--- src/rtl/ddm_pkg.sv ---
package ddm_pkg;

  localparam int PH_W = 2;

  typedef enum logic [1:0] {
    CK_SDR_HALF    = 2'd0,
    CK_DDR_QUARTER = 2'd1,
    CK_DDR_HALF    = 2'd2
  } ck_mode_e;

  function automatic ck_mode_e pick_mode(input logic demux, input logic ddr);
    if (!demux)   return CK_DDR_HALF;
    else if (ddr) return CK_DDR_QUARTER;
    else          return CK_SDR_HALF;
  endfunction

  // clock level to present after an edge taken at phase p
  function automatic logic dclk_level(input ck_mode_e m, input logic es,
                                      input logic [PH_W-1:0] p);
    logic lv;
    case (m)
      CK_SDR_HALF:    lv = es ? p[0] : ~p[0];
      CK_DDR_QUARTER: lv = es ? (p[0] ^ p[1]) : ~p[1];
      default:        lv = ~p[0];
    endcase
    return lv;
  endfunction

  // word load happens at an edge taken at phase p
  function automatic logic word_load(input ck_mode_e m, input logic [PH_W-1:0] p);
    logic ld;
    case (m)
      CK_DDR_HALF: ld = 1'b1;
      default:     ld = ~p[0];
    endcase
    return ld;
  endfunction

endpackage

--- src/rtl/ddm_sample.sv ---
module ddm_sample #(
  parameter int DW = 8
) (
  input  logic          clk,
  input  logic          rst_n,
  input  logic [DW-1:0] raw,
  input  logic          over,
  input  logic          under,
  output logic [DW-1:0] cur,
  output logic [DW-1:0] prv,
  output logic          cur_f,
  output logic          prv_f
);

  logic [DW-1:0] cur_d, prv_d;
  logic          cur_f_d, prv_f_d;

  always_comb begin
    if (over)       cur_d = {DW{1'b1}};
    else if (under) cur_d = '0;
    else            cur_d = raw;
    cur_f_d = over | under;
    prv_d   = cur;
    prv_f_d = cur_f;
  end

  always_ff @(posedge clk or negedge rst_n) begin
    if (!rst_n) begin
      cur   <= '0;
      prv   <= '0;
      cur_f <= 1'b0;
      prv_f <= 1'b0;
    end else begin
      cur   <= cur_d;
      prv   <= prv_d;
      cur_f <= cur_f_d;
      prv_f <= prv_f_d;
    end
  end

  // clamp to full scale / zero
  p_clamp_hi_r8: assert property (@(posedge clk) disable iff (!rst_n)
    over |=> (cur == {DW{1'b1}}));
  p_clamp_lo_r8: assert property (@(posedge clk) disable iff (!rst_n)
    (under && !over) |=> (cur == '0));

endmodule

--- src/rtl/ddm_phase.sv ---
module ddm_phase
  import ddm_pkg::*;
#(
  parameter int SYNC_STAGES = 2
) (
  input  logic clk,
  input  logic rst_n,
  input  logic sync_pulse,
  input  logic demux_en,
  input  logic ddr_en,
  input  logic edge_sel,
  input  logic trim_active,
  input  logic trim_bypass,
  output logic load,
  output logic dclk,
  output logic dclk_mirror
);

  logic [SYNC_STAGES-1:0] sync_q, sync_d;
  logic [PH_W-1:0]        ph_q, ph_d;
  logic                   hold, gate, dclk_d;
  ck_mode_e               mode;

  assign hold = sync_q[SYNC_STAGES-1];
  assign gate = trim_active & ~trim_bypass;
  assign mode = pick_mode(demux_en, ddr_en);

  always_comb begin
    sync_d = {sync_q[SYNC_STAGES-2:0], sync_pulse};
    ph_d   = hold ? '0 : ph_q + PH_W'(1);
    load   = ~hold & word_load(mode, ph_q);
    dclk_d = (hold | gate) ? 1'b0 : dclk_level(mode, edge_sel, ph_q);
  end

  always_ff @(posedge clk or negedge rst_n) begin
    if (!rst_n) begin
      sync_q      <= '0;
      ph_q        <= '0;
      dclk        <= 1'b0;
      dclk_mirror <= 1'b0;
    end else begin
      sync_q      <= sync_d;
      ph_q        <= ph_d;
      dclk        <= dclk_d;
      dclk_mirror <= dclk_d;
    end
  end

  // checker aid: previous edge was an ungated single-edge demux edge
  logic run_sdr, run_q;
  assign run_sdr = (mode == CK_SDR_HALF) & ~hold & ~gate;
  always_ff @(posedge clk or negedge rst_n) begin
    if (!rst_n) run_q <= 1'b0;
    else        run_q <= run_sdr;
  end

  p_hold_restart_r5: assert property (@(posedge clk) disable iff (!rst_n)
    hold |=> (ph_q == '0 && !dclk && !dclk_mirror));
  p_trim_gate_r7: assert property (@(posedge clk) disable iff (!rst_n)
    gate |=> (!dclk && !dclk_mirror));
  p_sdr_toggle_r2: assert property (@(posedge clk) disable iff (!rst_n)
    (run_sdr && run_q && $stable(edge_sel)) |=> (dclk != $past(dclk)));

endmodule

--- src/rtl/ddm_words.sv ---
module ddm_words #(
  parameter int DW  = 8,
  parameter int NCH = 2
) (
  input  logic                    clk,
  input  logic                    rst_n,
  input  logic                    load,
  input  logic                    demux_en,
  input  logic [NCH-1:0][DW-1:0]  cur,
  input  logic [NCH-1:0][DW-1:0]  prv,
  input  logic [NCH-1:0]          cur_f,
  input  logic [NCH-1:0]          prv_f,
  output logic [NCH-1:0][DW-1:0]  direct,
  output logic [NCH-1:0][DW-1:0]  delayed,
  output logic                    delayed_oe,
  output logic                    oor
);

  logic [NCH-1:0][DW-1:0] direct_d, delayed_d;
  logic                   oe_d, oor_d;

  always_comb begin
    direct_d  = direct;
    delayed_d = delayed;
    oe_d      = delayed_oe;
    oor_d     = oor;
    if (load) begin
      direct_d  = cur;
      delayed_d = demux_en ? prv : '0;
      oe_d      = demux_en;
      oor_d     = (|cur_f) | (demux_en & (|prv_f));
    end
  end

  always_ff @(posedge clk or negedge rst_n) begin
    if (!rst_n) begin
      direct     <= '0;
      delayed    <= '0;
      delayed_oe <= 1'b0;
      oor        <= 1'b0;
    end else begin
      direct     <= direct_d;
      delayed    <= delayed_d;
      delayed_oe <= oe_d;
      oor        <= oor_d;
    end
  end

  p_words_hold_r11: assert property (@(posedge clk) disable iff (!rst_n)
    !load |=> $stable({direct, delayed, oor}));
  p_delayed_off_r4: assert property (@(posedge clk) disable iff (!rst_n)
    (load && !demux_en) |=> (!delayed_oe && delayed == '0));

endmodule

--- src/rtl/ddm_top.sv ---
module ddm_top #(
  parameter int DW          = 8,
  parameter int SYNC_STAGES = 2
) (
  input  logic          clk,
  input  logic          rst_n,
  input  logic [DW-1:0] i_code,
  input  logic          i_over,
  input  logic          i_under,
  input  logic [DW-1:0] q_code,
  input  logic          q_over,
  input  logic          q_under,
  input  logic          demux_en,
  input  logic          ddr_en,
  input  logic          edge_sel,
  input  logic          sync_pulse,
  input  logic          trim_active,
  input  logic          trim_bypass,
  output logic [DW-1:0] i_direct,
  output logic [DW-1:0] i_delayed,
  output logic [DW-1:0] q_direct,
  output logic [DW-1:0] q_delayed,
  output logic          delayed_oe,
  output logic          dclk,
  output logic          dclk_mirror,
  output logic          out_of_range
);

  localparam int NCH = 2;

  logic [NCH-1:0][DW-1:0] raw, cur, prv, direct, delayed;
  logic [NCH-1:0]         over, under, cur_f, prv_f;
  logic                   load;

  assign raw   = {q_code, i_code};
  assign over  = {q_over, i_over};
  assign under = {q_under, i_under};

  for (genvar c = 0; c < NCH; c++) begin : g_ch
    ddm_sample #(.DW(DW)) u_sample (
      .clk   (clk),
      .rst_n (rst_n),
      .raw   (raw[c]),
      .over  (over[c]),
      .under (under[c]),
      .cur   (cur[c]),
      .prv   (prv[c]),
      .cur_f (cur_f[c]),
      .prv_f (prv_f[c])
    );
  end

  ddm_phase #(.SYNC_STAGES(SYNC_STAGES)) u_phase (
    .clk         (clk),
    .rst_n       (rst_n),
    .sync_pulse  (sync_pulse),
    .demux_en    (demux_en),
    .ddr_en      (ddr_en),
    .edge_sel    (edge_sel),
    .trim_active (trim_active),
    .trim_bypass (trim_bypass),
    .load        (load),
    .dclk        (dclk),
    .dclk_mirror (dclk_mirror)
  );

  ddm_words #(.DW(DW), .NCH(NCH)) u_words (
    .clk        (clk),
    .rst_n      (rst_n),
    .load       (load),
    .demux_en   (demux_en),
    .cur        (cur),
    .prv        (prv),
    .cur_f      (cur_f),
    .prv_f      (prv_f),
    .direct     (direct),
    .delayed    (delayed),
    .delayed_oe (delayed_oe),
    .oor        (out_of_range)
  );

  assign i_direct  = direct[0];
  assign q_direct  = direct[1];
  assign i_delayed = delayed[0];
  assign q_delayed = delayed[1];

  // mirror clock tracks the main clock
  p_mirror_r6: assert property (@(posedge clk) disable iff (!rst_n)
    dclk_mirror == dclk);

endmodule

--- config.mk ---
export PLATFORM = sky130hd
export DESIGN_NAME = ddm_top
export DESIGN_NICKNAME = d
export VERILOG_FILES = /design/src/rtl/ddm_pkg.sv /design/src/rtl/ddm_sample.sv /design/src/rtl/ddm_phase.sv /design/src/rtl/ddm_words.sv /design/src/rtl/ddm_top.sv
export SDC_FILE = /design/constraint.sdc
export NUM_CORES = 1
export LEC_CHECK = 0
export BUFFER_PORTS_ARGS = -buffer_cell sky130_fd_sc_hd__clkbuf_2
export CORE_MARGIN = 2
export CORE_UTILIZATION = 25
export CTS_CLUSTER_SIZE = 12
export DETAILED_ROUTE_END_ITERATION = 12
export PLACE_DENSITY = 0.41
export RECOVER_POWER = 100
export SLEW_MARGIN = 0
export SYNTH_ARGS = -nofsm -noshare
export SYNTH_HDL_FRONTEND = slang
export SYNTH_HIERARCHICAL = 1
export SYNTH_SLANG_ARGS = --single-unit
--- constraint.sdc ---
create_clock -name clk -period 3 [get_ports clk]
set_input_delay 0.3 -clock clk [delete_from_list [all_inputs] [get_ports clk]]
set_output_delay 0.3 -clock clk [all_outputs]
set_load 0.005 [all_outputs]
==> Word-level counts from Yosys, hierarchy flattened <==
Cells that the tools add are included.
{ "classes": {"mux": 13, "bitwise": 12, "div_mod_pow": 0, "reduce_logical": 3, "n_eq_ne": 2, "n_mul": 0, "n_shift": 0, "n_lt_le_gt_ge": 0, "n_addsub": 1} }
{ "ops": {"columns": ["cell", "count"], "rows": [
  ["two-way mux 8 bit", 4],
  ["two-way mux 16 bit", 1],
  ["two-way mux 1 bit", 5],
  ["two-way mux 2 bit", 2],
  ["NOT 1 bit", 4],
  ["OR 1 bit", 4],
  ["OR reduction 2 bit", 2],
  ["bitwise AND 1 bit", 3],
  ["adder 2 x 1 -> 2 bit (second input constant)", 1],
  ["equality test 2 x 1 -> 1 bit (second input constant)", 1],
  ["equality test 2 bit (second input constant)", 1],
  ["zero test 2 bit", 1],
  ["one-hot mux 1 bit (2 select lines)", 1],
  ["bitwise XOR 1 bit", 1]
]} }
{ "totals": {"mem_bits_ro": 0, "latch_bits": 0, "in_bits": 28, "elab_cells": 48, "output_inout_bits": 36, "mem_bits_rw": 0, "regBits": 75, "mem_count": 0} }

==> Depth between registers and ports, before layout <==
{ "depth": {"word_depth": 5, "ltp_mapped": 5, "depth_no_buf": 3} }

==> Cells and area by module <==
The synthesis kept the hierarchy.
{ "modules_own_cells": {"columns": ["module", "n_inst", "cells_each", "seq_area_each_um2", "area_per_inst_um2"], "rows": [
  ["ddm_words", 1, 111, 850.8, 1400.1],
  ["ddm_sample", 2, 29, 450.4, 541.8],
  ["ddm_phase", 1, 19, 125.1, 206.4]
]} }

==> Least setup slack after synthesis <==
Ideal clock, no wire load.
{ "synth_timing": {"path_kind": "reg2reg", "startpoint": "register u_phase.ph_q[0]", "endpoint": "register u_words/direct[10] (netlist name)", "path_buffers": 2, "arrival_ps": 1160, "t_required_ps": 2875, "setup_time_ps": 125, "setup_slack_ps": 1715, "path_stages_with_launch": 5, "synth_period_minus_slack_ps": 1285, "cell_sequence": "dfrtp_1 -> a21oi_1 -> buf_6 -> buf_6 -> mux2_4"} }
{ "synth_between": {"elab_chain_cells": 3} }
{ "synth_rtl": {"columns": ["element", "line", "source"], "rows": [
  ["from (decl)", "ddm_phase.sv:20", "logic [PH_W-1:0] ph_q, ph_d;"],
  ["from (signal assigned)", "ddm_phase.sv:43", "ph_q <= ph_d;"],
  ["NOT 1 bit", "ddm_pkg.sv:34", "default: ld = ~p[0];"],
  ["two-way mux 1 bit", "ddm_pkg.sv:32", "case (m)"],
  ["bitwise AND 1 bit", "ddm_phase.sv:31", "load = ~hold & word_load(mode, ph_q);"],
  ["via load", "ddm_top.sv:33", "logic load;"],
  ["to (signal assigned)", "ddm_words.sv:42", "direct <= direct_d;"],
  ["to (decl)", "ddm_words.sv:13", "output logic [NCH-1:0][DW-1:0] direct,"]
]} }
The timed path passes the listed nets, and every way through them passes these cells.
A chain may end at the register's enable or synchronous reset.

==> Worst setup path in the final report <==
{ "layout_timing": {"startpoint": "register u_phase.ph_q[0]", "endpoint": "register u_words/direct[15] (netlist name)"} }
The elaborated chain is that of the path after synthesis.

==> results.md <==
Status:
- The flow ran to the end, but the final reports show violations.
- The final reports fail on max-capacitance violations, max-slew violations.

Worst setup path:
- The setup path with the least slack is of type reg2reg.
- For the worst setup path, the data required time is between 3000 and 4000 ps.
- The worst setup path is launched from a flop.
- The largest fanout of any net on the critical path is 23.
- STA puts the critical path data arrival time at approximately 2200 ps.
- The worst setup path is captured at a flop.

STA:
- The achievable clock frequency is a little over 0.5 GHz.
- Headroom to the max-slew limit came out at -21.3%.
- Setup repair after global routing left no endpoint under its margin.
- The share of the cycle needed by the critical path after routing is 64.2%.
- For the pin with the worst max-slew slack, the measured transition is approximately 1800 ps.
- Setup violations remaining at the end of the flow were counted as 0.
- In the final timing run, aggregate negative setup slack is 0 ps.
- The final-report max-slew violation count is 76.
- The worst clock skew is between 10 and 15 ps.
- The final critical delay including setup and external delays is 1930 ps.
- The hold violation total from the final report is 0.
- Setup slack on the critical path of the routed design comes to roughly 1100 ps.

Global routing:
- The first global-routing pass estimated between 8000 and 9000 um of wire.
- The number of antenna violations at the first check in global routing came to 0.
- The via count of the first global-routing pass is between 1500 and 2000.
- The maximum number of pins on one net before global-route repair is 76.
- Global routing consumed, over all layers together, 9.82% of the routing resources.
- The final global-route overflow total is 0.

Synth:
- When the netlist entered floorplanning its net count stood at 216.
- Of the synthesized area, sequential elements account for between 60 and 70%.
- The number of different library cells in the post-synthesis netlist is 22.
- In the synthesized netlist, the number of instances is roughly 190.
- The flop and latch count out of synthesis is between 70 and 80.
- The area of the mapped netlist is roughly 0.0027 mm2.
- The synthesized area divided by synthesized cell count is 14.3 um2.
- The count of yosys warnings during synthesis is 6.

Clock tree:
- The number of H-tree branching levels is 3.
- The quantity of gates resized following cts is 0.
- The clock buffer count from CTS is 9.
- The CTS sink count is 75.
- The later pin in the worst-skew pair is clocked with a latency of between 300 and 400 ps.
- The post-CTS setup-driven buffer insertion count is 0.
- The tree is rooted in a sky130_fd_sc_hd__clkbuf_8.
- The deepest clock path buffer count is 2.
- The clock-pin slew reported for the worst setup and hold paths after clock tree synthesis is around 70 ps.
- The TritonCTS clock tree is done.
- In this run, post-CTS hold repair placed 0 buffers.

Final layout:
- In the final design database the tool counted 281 nets.
- The library cells used most frequently in the layout, excluding fill and tap cells, are 75 x sky130_fd_sc_hd__dfrtp_1, 46 x sky130_fd_sc_hd__clkbuf_2, 19 x sky130_fd_sc_hd__clkbuf_1.
- The sequential standard cell area is roughly 0.0019 mm2.
- Summing all multi-input logic gate instances after layout gives a little under 600 um2.
- The most common library cell in the layout ignoring fill and taps is sky130_fd_sc_hd__dfrtp_1.
- The share of final-layout standard cells stronger than drive strength 1 is about a third.
- The number of inserted filler cells in the final layout is ~1100.
- The final design instance area without fill is roughly 0.0032 mm2.
- Measured on the finished design, the core utilization comes to a little under a third.
- The number of antenna diodes in the final layout is 0.
- Compared with the post-synthesis result, the final layout area differs by 18.7%.

Routing:
- Summing over every cut layer, the via total after detailed routing is about 1500.
- Dividing the detail-routed wire length by the instance count gives around 13 um.
- Summed over all layers, the routed wires come to around 5200 um.
- The number of routed nets with antenna violations is 0.
- The number of DRC violations after detailed routing is 0.
- The detailed-router iteration count before antenna repair is 3.
- In this run, the number of DRC markers left after iteration 0 of detailed routing was 26.
- In the routed layout, each cell is associated on average with a via count of 3.92.

Floorplan:
- The die area is 0.0116 mm2.
- The vertical extent of the die is about 110 um.
- The floorplan has 37 rows.
- The total I/O pin count is 64.
- The width of the chip is 108 um.
- The floorplan core area is 0.0104 mm2.
- The initial core utilization is approximately 26%.

Placed design:
- In this run the tool buffered the top-level ports with 63 buffer cells.
- The instance area after placement is just over 0.003 mm2.
- The worst slack at placement is approximately 1200 ps.
- The wire-length estimate of the detail-placed layout is approximately 3300 um.
- The placer congestion estimate is 0.688.

Pwr:
- The design draws about 2000 uW.
- The analysis attributes to cell leakage a power of about 0.0014 uW.
- Power spread over the standard cell area amounts to 637 mW/mm2.
- IR analysis of the VDD net gives a maximum drop of 0.178 mV.

Run:
- Max-cap violations in this run came to 1.

Min path:
- The worst hold path belongs to the class in2reg.
through the flow:
step | std cells | hold slack (ps)
global placement | 378 | 336
floorplan | 188 | 4.41
CTS | 394 | 49.4
finish | 394 | 69.8
detailed placement | 378 | 335
global route | 394 | 44.5
cell usage after synthesis:
master,count,area share [%]
sky130_fd_sc_hd__or2_1,2,0.47
sky130_fd_sc_hd__a31oi_1,1,0.23
sky130_fd_sc_hd__nand2_1,1,0.14
sky130_fd_sc_hd__nor2_1,4,0.56
sky130_fd_sc_hd__buf_4,1,0.28
sky130_fd_sc_hd__buf_6,5,2.1
sky130_fd_sc_hd__nand3_1,17,3.2
sky130_fd_sc_hd__o21a_1,1,0.28
sky130_fd_sc_hd__clkbuf_2,1,0.19
sky130_fd_sc_hd__or2_0,1,0.23
sky130_fd_sc_hd__a21oi_1,3,0.56
sky130_fd_sc_hd__mux2_2,1,0.42
sky130_fd_sc_hd__buf_2,4,0.74
sky130_fd_sc_hd__nor3b_1,1,0.28
sky130_fd_sc_hd__mux2_4,16,8.9
sky130_fd_sc_hd__inv_1,17,2.4
sky130_fd_sc_hd__inv_2,2,0.28
sky130_fd_sc_hd__a221oi_1,1,0.33
sky130_fd_sc_hd__dfrtp_1,75,70
sky130_fd_sc_hd__xnor2_1,1,0.33
sky130_fd_sc_hd__a21o_2,16,5.2
sky130_fd_sc_hd__o21ai_0,17,3.2
metal layers:
metal | vias up | GRT usage, % | routed length, um
met3 | 6 | 3.57 | 308
li1 | 751 | - | -
met4 | 0 | 4.67 | 63
met2 | 35 | 13.5 | 2450
met1 | 752 | 13.6 | 2340
met5 | - | 0 | 0
state kept, by name, indices dropped and copies added (netlist names):
signal,flops
u_words/direct,16
u_phase/ph_q,2
g_ch.u_sample/cur,16
u_words/delayed,16
u_phase/sync_q,2
u_phase/dclk_mirror,1
u_words/oor,1
u_words/delayed_oe,1
g_ch.u_sample/cur_f,2
g_ch.u_sample/prv,16
g_ch.u_sample/prv_f,2
cells by family after synthesis:
family / count (synthesis) / share of synthesized area (%)
multiplexers: 17 / 9.35
AND/OR/NAND/NOR: 26 / 4.84
AO/OA/AOI/OAI: 39 / 9.77
buffers and inverters: 30 / 5.95
flip-flops: 75 / 69.8
XOR/XNOR: 1 / 0.326
final cells by class:
class	count	share of cell area, %
Timing Repair Buffer	65	9.56
Clock inverter	6	1.53
Tap cell	136	5.33
Inverter	19	2.23
Sequential cell	75	58.8
Clock buffer	10	4.00
Multi-Input combinational cell	83	18.6
critical path, stage by stage (launching register included):
cell and delay, ps:
sky130_fd_sc_hd__dfrtp_1 460, sky130_fd_sc_hd__a21oi_1 200, sky130_fd_sc_hd__clkbuf_1 770, sky130_fd_sc_hd__mux2_1 390
path summary, 6_finish.rpt:
check                                   from                 endpoint  slack (ps)  depth (start not counted)
setup / recovery             u_phase/ph_q[0]       u_words/direct[15]        1070                          3
hold / removal                    sync_pulse        u_phase/sync_q[0]          70                          1
setup reg to reg             u_phase/ph_q[0]       u_words/direct[15]        1070                          3
hold reg to reg            u_phase/sync_q[0]        u_phase/sync_q[1]         350                          0
max in group asynchronous              rst_n       u_words/direct[10]        1480                          1
min in group asynchronous              rst_n  g_ch[0].u_sample/prv[4]         450                          1
power breakdown:
group	internal [uW]	total (uW)	switching, uW
sequential	1100	1150	47.5
clock	307	688	380
combinational	92.6	198	106
total	1500	2030	534
Note: power is estimated with default switching activity, not from simulation.
